File: src/rtl/rxdsc_pkg.sv
// Package: shared constants, nibble classification type and the
// four-step generator advance for the receive descrambler.
// Assumes the generator polynomial x^10 + x^7 + 1 with bit k = X(t-k).
package rxdsc_pkg;

    localparam int GEN_W  = 10;
    localparam int NIB_W  = 4;
    localparam int BYTE_W = 2 * NIB_W;
    localparam int TAP_HI = GEN_W - 1;   // X(t-9)
    localparam int TAP_LO = GEN_W - 4;   // X(t-6)

    typedef enum logic [2:0] {
        K_NONE,      // no valid nibble
        K_OPEN,      // escape that opens a command
        K_DATA,      // ordinary data nibble
        K_SOC_RST,   // escape-escape
        K_SOC_KEEP,  // escape-keep code
        K_MARK,      // escape-marker code
        K_BAD        // escape-unknown code
    } nib_kind_t;

    // Advance the generator by one nibble (NIB_W new bits).
    function automatic logic [GEN_W-1:0] gen_adv(input logic [GEN_W-1:0] g);
        logic [GEN_W-1:0] r;
        r = g;
        for (int i = 0; i < NIB_W; i++) begin
            r = {r[GEN_W-2:0], r[TAP_HI] ^ r[TAP_LO]};
        end
        return r;
    endfunction

endpackage

File: src/rtl/rx_descr_gen.sv
// Module: descrambling generator.
// Holds the 10-bit generator. It loads all ones on reload and otherwise
// advances four bits per valid nibble. mask gives the XOR pattern for the
// nibble currently presented. Assumes reload and step never call for
// anything but one of the two per cycle (reload wins).
module rx_descr_gen
    import rxdsc_pkg::*;
(
    input  logic             clk,
    input  logic             rst_n,
    input  logic             step,
    input  logic             reload,
    output logic [NIB_W-1:0] mask,
    output logic [GEN_W-1:0] state
);

    logic [GEN_W-1:0] gen_q;

    // Generator register: reload to all ones, else advance one nibble.
    always_ff @(posedge clk) begin
        if (!rst_n) begin
            gen_q <= '1;
        end else if (reload) begin
            gen_q <= '1;
        end else if (step) begin
            gen_q <= gen_adv(gen_q);
        end
    end

    assign mask  = gen_q[NIB_W-1:0];
    assign state = gen_q;

endmodule

File: src/rtl/rx_cmd_parse.sv
// Module: command parser.
// Classifies each valid nibble as data, a command opener, or the second
// half of a command, and flags escapes that follow an escape (generator
// reload). Assumes escape pairs are counted from the start of the stream.
module rx_cmd_parse
    import rxdsc_pkg::*;
#(
    parameter logic [NIB_W-1:0] CODE_KEEP = 4'h4,
    parameter logic [NIB_W-1:0] CODE_MARK = 4'h8
) (
    input  logic             clk,
    input  logic             rst_n,
    input  logic             in_vld,
    input  logic             in_esc,
    input  logic [NIB_W-1:0] in_nib,
    output nib_kind_t        kind,
    output logic             reload
);

    logic esc_pend_q;   // an escape is waiting for its partner
    logic prev_esc_q;   // last valid nibble was an escape

    // Pairing and history flags, updated only on valid nibbles.
    always_ff @(posedge clk) begin
        if (!rst_n) begin
            esc_pend_q <= 1'b0;
            prev_esc_q <= 1'b0;
        end else if (in_vld) begin
            esc_pend_q <= !esc_pend_q && in_esc;
            prev_esc_q <= in_esc;
        end
    end

    // Classification of the current nibble.
    always_comb begin
        if (!in_vld) begin
            kind = K_NONE;
        end else if (esc_pend_q) begin
            if (in_esc)                  kind = K_SOC_RST;
            else if (in_nib == CODE_KEEP) kind = K_SOC_KEEP;
            else if (in_nib == CODE_MARK) kind = K_MARK;
            else                          kind = K_BAD;
        end else if (in_esc) begin
            kind = K_OPEN;
        end else begin
            kind = K_DATA;
        end
    end

    // Reload on an escape directly after an escape.
    assign reload = in_vld && in_esc && prev_esc_q;

endmodule

File: src/rtl/rx_cell_pack.sv
// Module: cell packer.
// Tracks lock and cell progress, packs descrambled nibbles into bytes and
// raises the one-cycle event strobes. Every output is registered, one
// cycle after the nibble that causes it.
module rx_cell_pack
    import rxdsc_pkg::*;
#(
    parameter int CELL_BYTES = 53
) (
    input  logic              clk,
    input  logic              rst_n,
    input  nib_kind_t         kind,
    input  logic [NIB_W-1:0]  nib_clr,
    output logic              out_vld,
    output logic [BYTE_W-1:0] out_byte,
    output logic              out_first,
    output logic              out_last,
    output logic              marker,
    output logic              err,
    output logic              short_cell
);

    localparam int CNT_W = $clog2(CELL_BYTES + 1);
    localparam logic [CNT_W-1:0] LAST_IDX = CNT_W'(CELL_BYTES - 1);

    logic             synced_q;
    logic             active_q;
    logic             half_q;
    logic [NIB_W-1:0] hi_q;
    logic [CNT_W-1:0] cnt_q;
    logic             soc;

    // A start-of-cell is honoured on escape-escape, or escape-keep once locked.
    assign soc = (kind == K_SOC_RST) || (kind == K_SOC_KEEP && synced_q);

    // Cell state, byte packing and event strobes.
    always_ff @(posedge clk) begin
        if (!rst_n) begin
            synced_q   <= 1'b0;
            active_q   <= 1'b0;
            half_q     <= 1'b0;
            hi_q       <= '0;
            cnt_q      <= '0;
            out_vld    <= 1'b0;
            out_byte   <= '0;
            out_first  <= 1'b0;
            out_last   <= 1'b0;
            marker     <= 1'b0;
            err        <= 1'b0;
            short_cell <= 1'b0;
        end else begin
            out_vld    <= 1'b0;
            out_first  <= 1'b0;
            out_last   <= 1'b0;
            marker     <= 1'b0;
            err        <= 1'b0;
            short_cell <= 1'b0;
            if (kind == K_SOC_RST) begin
                synced_q <= 1'b1;
            end
            if (soc) begin
                short_cell <= active_q;
                active_q   <= 1'b1;
                cnt_q      <= '0;
                half_q     <= 1'b0;
            end else if (kind == K_MARK) begin
                marker <= 1'b1;
            end else if (kind == K_BAD) begin
                err      <= 1'b1;
                active_q <= 1'b0;
            end else if (kind == K_DATA && active_q) begin
                if (!half_q) begin
                    hi_q   <= nib_clr;
                    half_q <= 1'b1;
                end else begin
                    half_q    <= 1'b0;
                    out_vld   <= 1'b1;
                    out_byte  <= {hi_q, nib_clr};
                    out_first <= (cnt_q == '0);
                    out_last  <= (cnt_q == LAST_IDX);
                    cnt_q     <= cnt_q + 1'b1;
                    if (cnt_q == LAST_IDX) begin
                        active_q <= 1'b0;
                    end
                end
            end
        end
    end

endmodule

File: src/rtl/rx_cmd_descrambler.sv
// Module: receive command detector and descrambler (top).
// Takes tagged nibbles, decodes commands, keeps the descrambling
// generator locked through escape-escape and delivers cell bytes.
// Assumes the input is already symbol-decoded with the escape tagged.
module rx_cmd_descrambler
    import rxdsc_pkg::*;
#(
    parameter int               CELL_BYTES = 53,
    parameter logic [3:0]       CODE_KEEP  = 4'h4,
    parameter logic [3:0]       CODE_MARK  = 4'h8
) (
    input  logic       clk,
    input  logic       rst_n,
    input  logic       in_vld,
    input  logic       in_esc,
    input  logic [3:0] in_nib,
    output logic       out_vld,
    output logic [7:0] out_byte,
    output logic       out_first,
    output logic       out_last,
    output logic       marker,
    output logic       err,
    output logic       short_cell
);

    nib_kind_t        kind;
    logic             reload;
    logic [NIB_W-1:0] mask;
    logic [GEN_W-1:0] gen_state;
    logic [NIB_W-1:0] nib_clr;

    rx_cmd_parse #(
        .CODE_KEEP (CODE_KEEP),
        .CODE_MARK (CODE_MARK)
    ) parse_i (
        .clk    (clk),
        .rst_n  (rst_n),
        .in_vld (in_vld),
        .in_esc (in_esc),
        .in_nib (in_nib),
        .kind   (kind),
        .reload (reload)
    );

    rx_descr_gen gen_i (
        .clk    (clk),
        .rst_n  (rst_n),
        .step   (in_vld),
        .reload (reload),
        .mask   (mask),
        .state  (gen_state)
    );

    // Descrambled value of the current nibble (used only for data).
    assign nib_clr = in_nib ^ mask;

    rx_cell_pack #(
        .CELL_BYTES (CELL_BYTES)
    ) pack_i (
        .clk        (clk),
        .rst_n      (rst_n),
        .kind       (kind),
        .nib_clr    (nib_clr),
        .out_vld    (out_vld),
        .out_byte   (out_byte),
        .out_first  (out_first),
        .out_last   (out_last),
        .marker     (marker),
        .err        (err),
        .short_cell (short_cell)
    );

endmodule

File: config.mk
export PLATFORM = sky130hd
export DESIGN_NAME = rx_cmd_descrambler
export DESIGN_NICKNAME = d
export VERILOG_FILES = /design/src/rtl/rxdsc_pkg.sv /design/src/rtl/rx_descr_gen.sv /design/src/rtl/rx_cmd_parse.sv /design/src/rtl/rx_cell_pack.sv /design/src/rtl/rx_cmd_descrambler.sv
export SDC_FILE = /design/constraint.sdc
export NUM_CORES = 1
export LEC_CHECK = 0
export BUFFER_PORTS_ARGS = -buffer_cell sky130_fd_sc_hd__clkbuf_2
export CORE_AREA = 2 2 49 69
export DETAILED_ROUTE_END_ITERATION = 6
export DIE_AREA = 0 0 51 71
export PLACE_DENSITY = 0.84
export SKIP_LAST_GASP = 1
export SYNTH_ARGS = -nofsm -noshare
export SYNTH_HDL_FRONTEND = slang
export SYNTH_SLANG_ARGS = --single-unit
File: constraint.sdc
create_clock -name clk -period 2 [get_ports clk]
set_clock_uncertainty 0.2 [all_clocks]
set_input_delay 0.1 -clock clk [delete_from_list [all_inputs] [get_ports clk]]
set_output_delay 0.1 -clock clk [all_outputs]
set_load 0.1 [all_outputs]
==> results of run 1 <==
-- through the flow --
| step | instance area (µm²) | worst slack (ns) | cells | utilization (%) |
|---|---|---|---|---|
| 4_1_cts | 1870 | 0.0466 | 244 | 61.8 |
| 3_3_place_gp | 1740 | 0.283 | 232 | 57.2 |
| 3_5_place_dp | 1740 | 0.150 | 232 | 57.2 |
| 5_1_grt | 1890 | 0.00850 | 245 | 62.4 |
| 6_report | 1890 | 0.0599 | 245 | 62.4 |
| 2_1_floorplan | 1590 | 0.476 | 175 | - |
-- area by class of cell --
class / instances / area (µm²) / area share (%)
multi-input combinational: 126 / 763 / 40.3
timing repair buffer: 30 / 198 / 10.4
clock buffer: 6 / 82.6 / 4.36
inverter: 4 / 15.0 / 0.793
sequential: 39 / 781 / 41.2
tap: 39 / 48.8 / 2.58
clock inverter: 1 / 5.00 / 0.264
-- critical path, delay by kind of cell --
family	cells	cell delay, ns
buffers and inverters	3	1.25
and+or+nand+nor	2	0.61
-- registers in the layout (all words and copies together) (netlist names) --
signal	cells
pack_i.active_q	1
pack_i.err	1
pack_i.short_cell	1
pack_i.out_byte	8
pack_i.half_q	1
pack_i.out_vld	1
pack_i.synced_q	1
parse_i.esc_pend_q	1
pack_i.marker	1
pack_i.out_last	1
pack_i.hi_q	4
pack_i.out_first	1
pack_i.cnt_q	6
parse_i.prev_esc_q	1
gen_i.state	10
-- routing by layer --
layer / vias to the layer above / part of all wire (%)
met2: 18 / 53
met3: 7 / 3.6
met5: - / 0
li1: 657 / -
met4: 0 / 2.3
met1: 594 / 41
-- cells by family after synthesis --
logic type	count (synthesis)	synth area share [%]
AOI/OAI and AO/OA	25	10.2
xor gates and xnor gates	14	7.72
adders and majority gates	2	1.57
buffers and inverters	10	2.83
DFF	39	49.1
muxes	7	4.41
and+or+nand+nor	78	24.1
-- cells in the mapped netlist --
cell	n	area (µm²)
a31oi_1	1	6.26
nor2_4	2	22.5
o21ai_0	4	20.0
nor2_1	22	82.6
or2b_1	1	7.51
or3b_1	1	8.76
clkbuf_1	2	7.51
nand4bb_1	1	11.3
nor2b_1	1	6.26
buf_2	3	15.0
nand3_1	3	15.0
and4bb_2	1	12.5
nand3b_1	1	7.51
or3_1	1	6.26
xor2_1	1	8.76
nand4b_1	1	8.76
a41o_1	1	10.0
inv_1	3	11.3
mux2i_1	7	70.1
nand4_1	2	12.5
dfxtp_1	39	781
ha_1	2	25.0
nor4_1	1	6.26
a21oi_1	9	45.0
xnor2_1	13	114
or4b_1	1	10.0
nor3b_1	1	7.51
and4b_2	1	11.3
buf_4	1	7.51
a31oi_2	1	12.5
nand2_1	31	116
nor3_1	6	30.0
o21ai_2	1	8.76
a211oi_1	8	60.1
clkinv_1	1	3.75
-- worst max path at each step --
| stage | from | to | cells after the start | slack, ns |
|---|---|---|---|---|
| 2_1_floorplan | pack_i.out_byte[0]$_SDFFE_PN0P_ | pack_i.out_byte[0]$_SDFFE_PN0P_ | 2 | 0.48 |
| 3_3_place_gp | parse_i.esc_pend_q$_SDFFE_PN0P_ | pack_i.cnt_q[0]$_SDFFE_PP0P_ | 4 | 0.28 |
| 5_1_grt | in_nib[2] | pack_i.marker$_SDFF_PP0_ | 5 | 0.009 |
| 4_1_cts | in_vld | pack_i.out_byte[2]$_SDFFE_PN0P_ | 6 | 0.05 |
| 6_report | in_nib[2] | pack_i.marker$_SDFF_PP0_ | 5 | 0.06 |
| 3_5_place_dp | parse_i.esc_pend_q$_SDFFE_PN0P_ | pack_i.out_byte[2]$_SDFFE_PN0P_ | 4 | 0.15 |
-- power groups by stage --
stage / clock [mW] / combinational (mW) / sequential [mW]
after CTS: 0.542 / 0.107 / 0.809
after global routing: 0.572 / 0.118 / 0.811
after detailed placement: 0 / 0.0998 / 0.827
final: 0.527 / 0.106 / 0.809
after global placement: 0 / 0.0984 / 0.826
after floorplan: 0 / 0.0685 / 0.825
-- what timing repair did --
action / CTS / global route
endpoints found under the hold margin: 16 / 0
setup endpoints to repair: 0 / 10
setup buffers: 0 / 1
hold buffers: 5 / 0
==> metrics, run 1 <==
status finished, final reports clean; Hold EP pack_i.hi_q[0]$_SDFFE_PN0P_; Startpoint Class input pin; worst setup path class input pin to flip-flop; crit path max fanout 5; largest net degree at the start of global routing 17; Post-CTS Resized 0; TritonCTS Buffers 5; GR peak layer met2; cell-internal power 1.11 mW; GR Util met2 32.8%; worst-margin pin slew 0.545 ns; CTS tree done; Flop pwr share 56.1%; gr usage total between 10% and 20%; initial antenna violation count 0; most frequent cell on the critical path dlygate4sd3_1; global-route congestion overflow total 0; Hold Path Cell Cnt 3; worst min path class input pin to flip-flop; final net count 216; most common cell after layout, fill and taps aside dfxtp_1; syn nets 185; crit path cell chain dlygate4sd3_1 -> clkbuf_2 -> or4b_1 -> dlygate4sd3_1 -> nor3_1; worst skew pair latency about 0.29 ns; num ports 22; unrepaired setup endpoints after global routing no; TNS Setup 0 ns; CP arrival 1.96 ns; DRT Pass-1 Iters 4; Remaining DRCs 0; reg-to-reg critical path endpoint pack_i.active_q$_SDFFE_PN0P_; fin crit period 1.94 ns; Reg2Reg Depth 4; WL/cell ~13 µm; final setup vio count 0; reg2reg start parse_i.esc_pend_q$_SDFFE_PN0P_; fraction of layout cells with a size suffix above 1 approximately 18%; most frequent cells in the layout dfxtp_1 (39), nand2_1 (31), nor2_1 (22); Max Cap Viol 0; Final Hold Fails 0; Comb pwr share 7.4%; unique cell type count in the Yosys netlist 35; pwr dens between 700 and 800 nW/µm²; clk slew on worst S/H paths 0.07 ns; Routed Antenna Nets 0; Fmax 515 MHz; CP endpoint kind flip-flop; clk buf depth 2; first-pass GRT wire length 5.22 mm; number of I/O port buffers 21; post-DP HPWL 2.21 mm; Synth Instances 175; Power, Total 1.44 mW; hold_sp in_nib[0]; DR iter-0 viols 11; worst vdd ir 0.000658 V; Vias/cell around 5.2; switching pwr 0.332 mW; clock network fraction of total power a little over a third; Tcrit/Tclk final 97.0%; die height 71 µm; Filler cells 281; Yosys reg bits 39; area grow syn2layout 19.1%; H-tree lvl count 2; Core Rows 24; switching part of the total 23.0%; initial core utilization 52.4%; die area 3620 µm²; CP max stage cell dlygate4sd3_1; max incr delay on CP around 0.57 ns; static leakage 0.717 nW; root buffer cell clkbuf_8; # diodes 0; max-slew violation count 0; cell area after synthesis 1590 µm²; vias in the first global route 1,192; Clock Sinks 39; met3 Usage GRT 5.70%; post-synthesis sequential area ratio 49.1%; core footprint 3030 µm²; Syn. warnings 0; GR Util met1 21.5%; Worst Hold Slack between 0.02 and 0.025 ns; final wirelength 3.14 mm; max_slew headroom 63.8%; CP required 2.02 ns; die width 51 µm; Mean Syn Cell Area 9.08 µm²; R2R Setup Slk 0.22 ns; Placer Congestion 0.769; vias post-DR 1,276
No activity file was read; power rests on OpenSTA's default activity.
==> inputs of run 2 (changes only) <==
CORE_AREA = 2 2 51 72   (was 2 2 49 69)
DIE_AREA = 0 0 53 74   (was 0 0 51 71)
PLACE_DENSITY = 0.82   (was 0.84)
SLEW_MARGIN = 40   (was unset)
clock period = 1.75 ns   (was 2 ns; I/O delays follow)
==> run 2 against run 1 <==
Compared with the run above: first-iteration DRC count grew to 3.5 times the previous value; combinational power grew 20%; via count grew 1.3%; core utilization shrank 2.7 points; critical path type unchanged; largest power group unchanged.
==> metrics, run 2 (synthesized netlist as in run 1, its figures left out) <==
CP endpoint kind flip-flop; core footprint 3280 µm² (+8.3%); TNS Setup 0 ns (unchanged); Routed Antenna Nets 0 (unchanged); CP arrival 1.66 ns (-0.30 ns); Startpoint Class input pin; Remaining DRCs 0 (unchanged); max FFs per register 10 (unchanged); final net count 221 (+2.3%); crit path max fanout 5 (unchanged); fraction of layout cells with a size suffix above 1 20.8% (+2.3 points); TritonCTS Buffers 5 (unchanged); vias post-DR 1,293 (+1.3%); first-pass GRT wire length 5.13 mm (-1.7%); CTS tree done; Max Cap Viol 0 (unchanged); Power, Total 1.82 mW (+26%); Tcrit/Tclk final 95.7%; num ports 22 (unchanged); Clock Sinks 39 (unchanged); most common cell after layout, fill and taps aside dfxtp_1; max incr delay on CP 0.54 ns (-0.03 ns); vias in the first global route 1,198 (+0.50%); Vias/cell 5.13 (-1.5%); static leakage 0.757 nW (+5.6%); Final Hold Fails 0 (unchanged); Filler cells 294 (+4.6%); DRT Pass-1 Iters 4 (unchanged); worst vdd ir 0.000967 V (+47%); H-tree lvl count 2 (unchanged); final setup vio count 0 (unchanged); worst setup path class input pin to flip-flop; clk buf depth 2 (unchanged); DR iter-0 viols 38 (+27); Fmax 597 MHz; fin util 59.7% (-2.7 points); global-route congestion overflow total 0 (unchanged); Core Rows 25 (+4.2%); fin crit period 1.68 ns; gr usage total 17.9% (-1.6 points); root buffer cell clkbuf_8; die area 3920 µm² (+8.3%); clk slew on worst S/H paths 0.07 ns (about the same); initial core utilization 48.4% (-4.0 points); crit path cell chain dlygate4sd3_1 -> clkbuf_2 -> and4b_2 -> a21oi_1 -> a21oi_1 -> a41o_1; worst skew pair latency 0.29 ns (about the same); initial antenna violation count 0 (unchanged); unrepaired setup endpoints after global routing no; CP max stage cell dlygate4sd3_1; max-slew violation count 0 (unchanged); final wirelength 3.14 mm (+0.19%); max_slew headroom 64.0% (+0.15 points); post-DP HPWL 2.21 mm (about the same); # diodes 0 (unchanged); worst min path class input pin to flip-flop; pwr dens 927 nW/µm² (+22%); status finished, final reports clean; area grow syn2layout 23.4%; worst-margin pin slew 0.543 ns (-0.00233 ns); most frequent cell on the critical path a21oi_1; number of I/O port buffers 21 (unchanged); most frequent cells in the layout dfxtp_1 (38), nand2_1 (31), nor2_1 (22); largest net degree at the start of global routing 20 (+3); die width 53 µm (+3.9%); WL/cell 12.5 µm (-2.6%); die height 74 µm (+4.2%); Placer Congestion 0.756 (-1.7%); CP required 1.74 ns (-0.28 ns)
[run 2: cell count changes in the layout (fill, tap and decap cells not counted), sizes merged]
cell,change
buf,+4
bufinv,+1
dlygate4sd3,+1
[run 2: path summary, 6_finish.rpt]
kind | startpoint | cells past startpoint | endpoint | slack [ns]
hold / removal | in_nib[3] | 3 | pack_i.marker$_SDFF_PP0_ | 0.04
hold reg to reg | pack_i.out_byte[6]$_SDFFE_PN0P_ | 2 | pack_i.out_byte[6]$_SDFFE_PN0P_ | 0.26
setup / recovery | in_nib[2] | 6 | pack_i.active_q$_SDFFE_PN0P_ | 0.07
setup reg to reg | parse_i.esc_pend_q$_SDFFE_PN0P_ | 4 | pack_i.active_q$_SDFFE_PN0P_ | 0.16
[run 2: routing by layer]
metal | vias up | GRT usage, % | part of all wire, %
li1 | 669 | - | -
met2 | 24 | 32.2 | 53
met1 | 596 | 18.9 | 42
met3 | 4 | 5.02 | 4.2
met5 | - | 0 | 0
met4 | 0 | 8.26 | 1.2
[run 2: timing repair]
item                                    CTS  global route
gates resized for setup                   0             2
hold buffers                              6             0
endpoints found under the setup margin    0            14
setup buffers                             0             4
endpoints found under the hold margin    17             0
[run 2: layout make-up]
cell class	count	area (µm²)	area share, %
Clock inverter	2	35.0	1.79
Inverter	4	15.0	0.766
Timing Repair Buffer	35	225	11.5
Tap cell	40	50.0	2.55
Clock buffer	6	82.6	4.21
Sequential cell	39	782	39.9
Multi-Input combinational cell	126	771	39.3
[run 2: power by group]
part | switching (mW) | total (mW) | internal, mW
registers | 0.0191 | 0.925 | 0.906
clock network | 0.304 | 0.765 | 0.461
logic | 0.0691 | 0.127 | 0.0578
[run 2: per-stage QoR]
step           std cells  setup WS, ns  hold slack, ns  cell area [µm²]
6_report             252        0.0749          0.0409             1960
5_1_grt              252       0.00617          0.0530             1960
4_1_cts              248        0.0809          0.0388             1920
3_5_place_dp         234        0.0981           0.212             1740
3_3_place_gp         234         0.170           0.215             1740
2_1_floorplan        175         0.226          0.0496             1590
[run 2: critical path, delay by kind of cell]
| kind | cells | cell delay, ns |
|---|---|---|
| buffers and inverters | 2 | 0.69 |
| AOI/OAI and AO/OA | 3 | 0.68 |
| and+or+nand+nor | 1 | 0.21 |
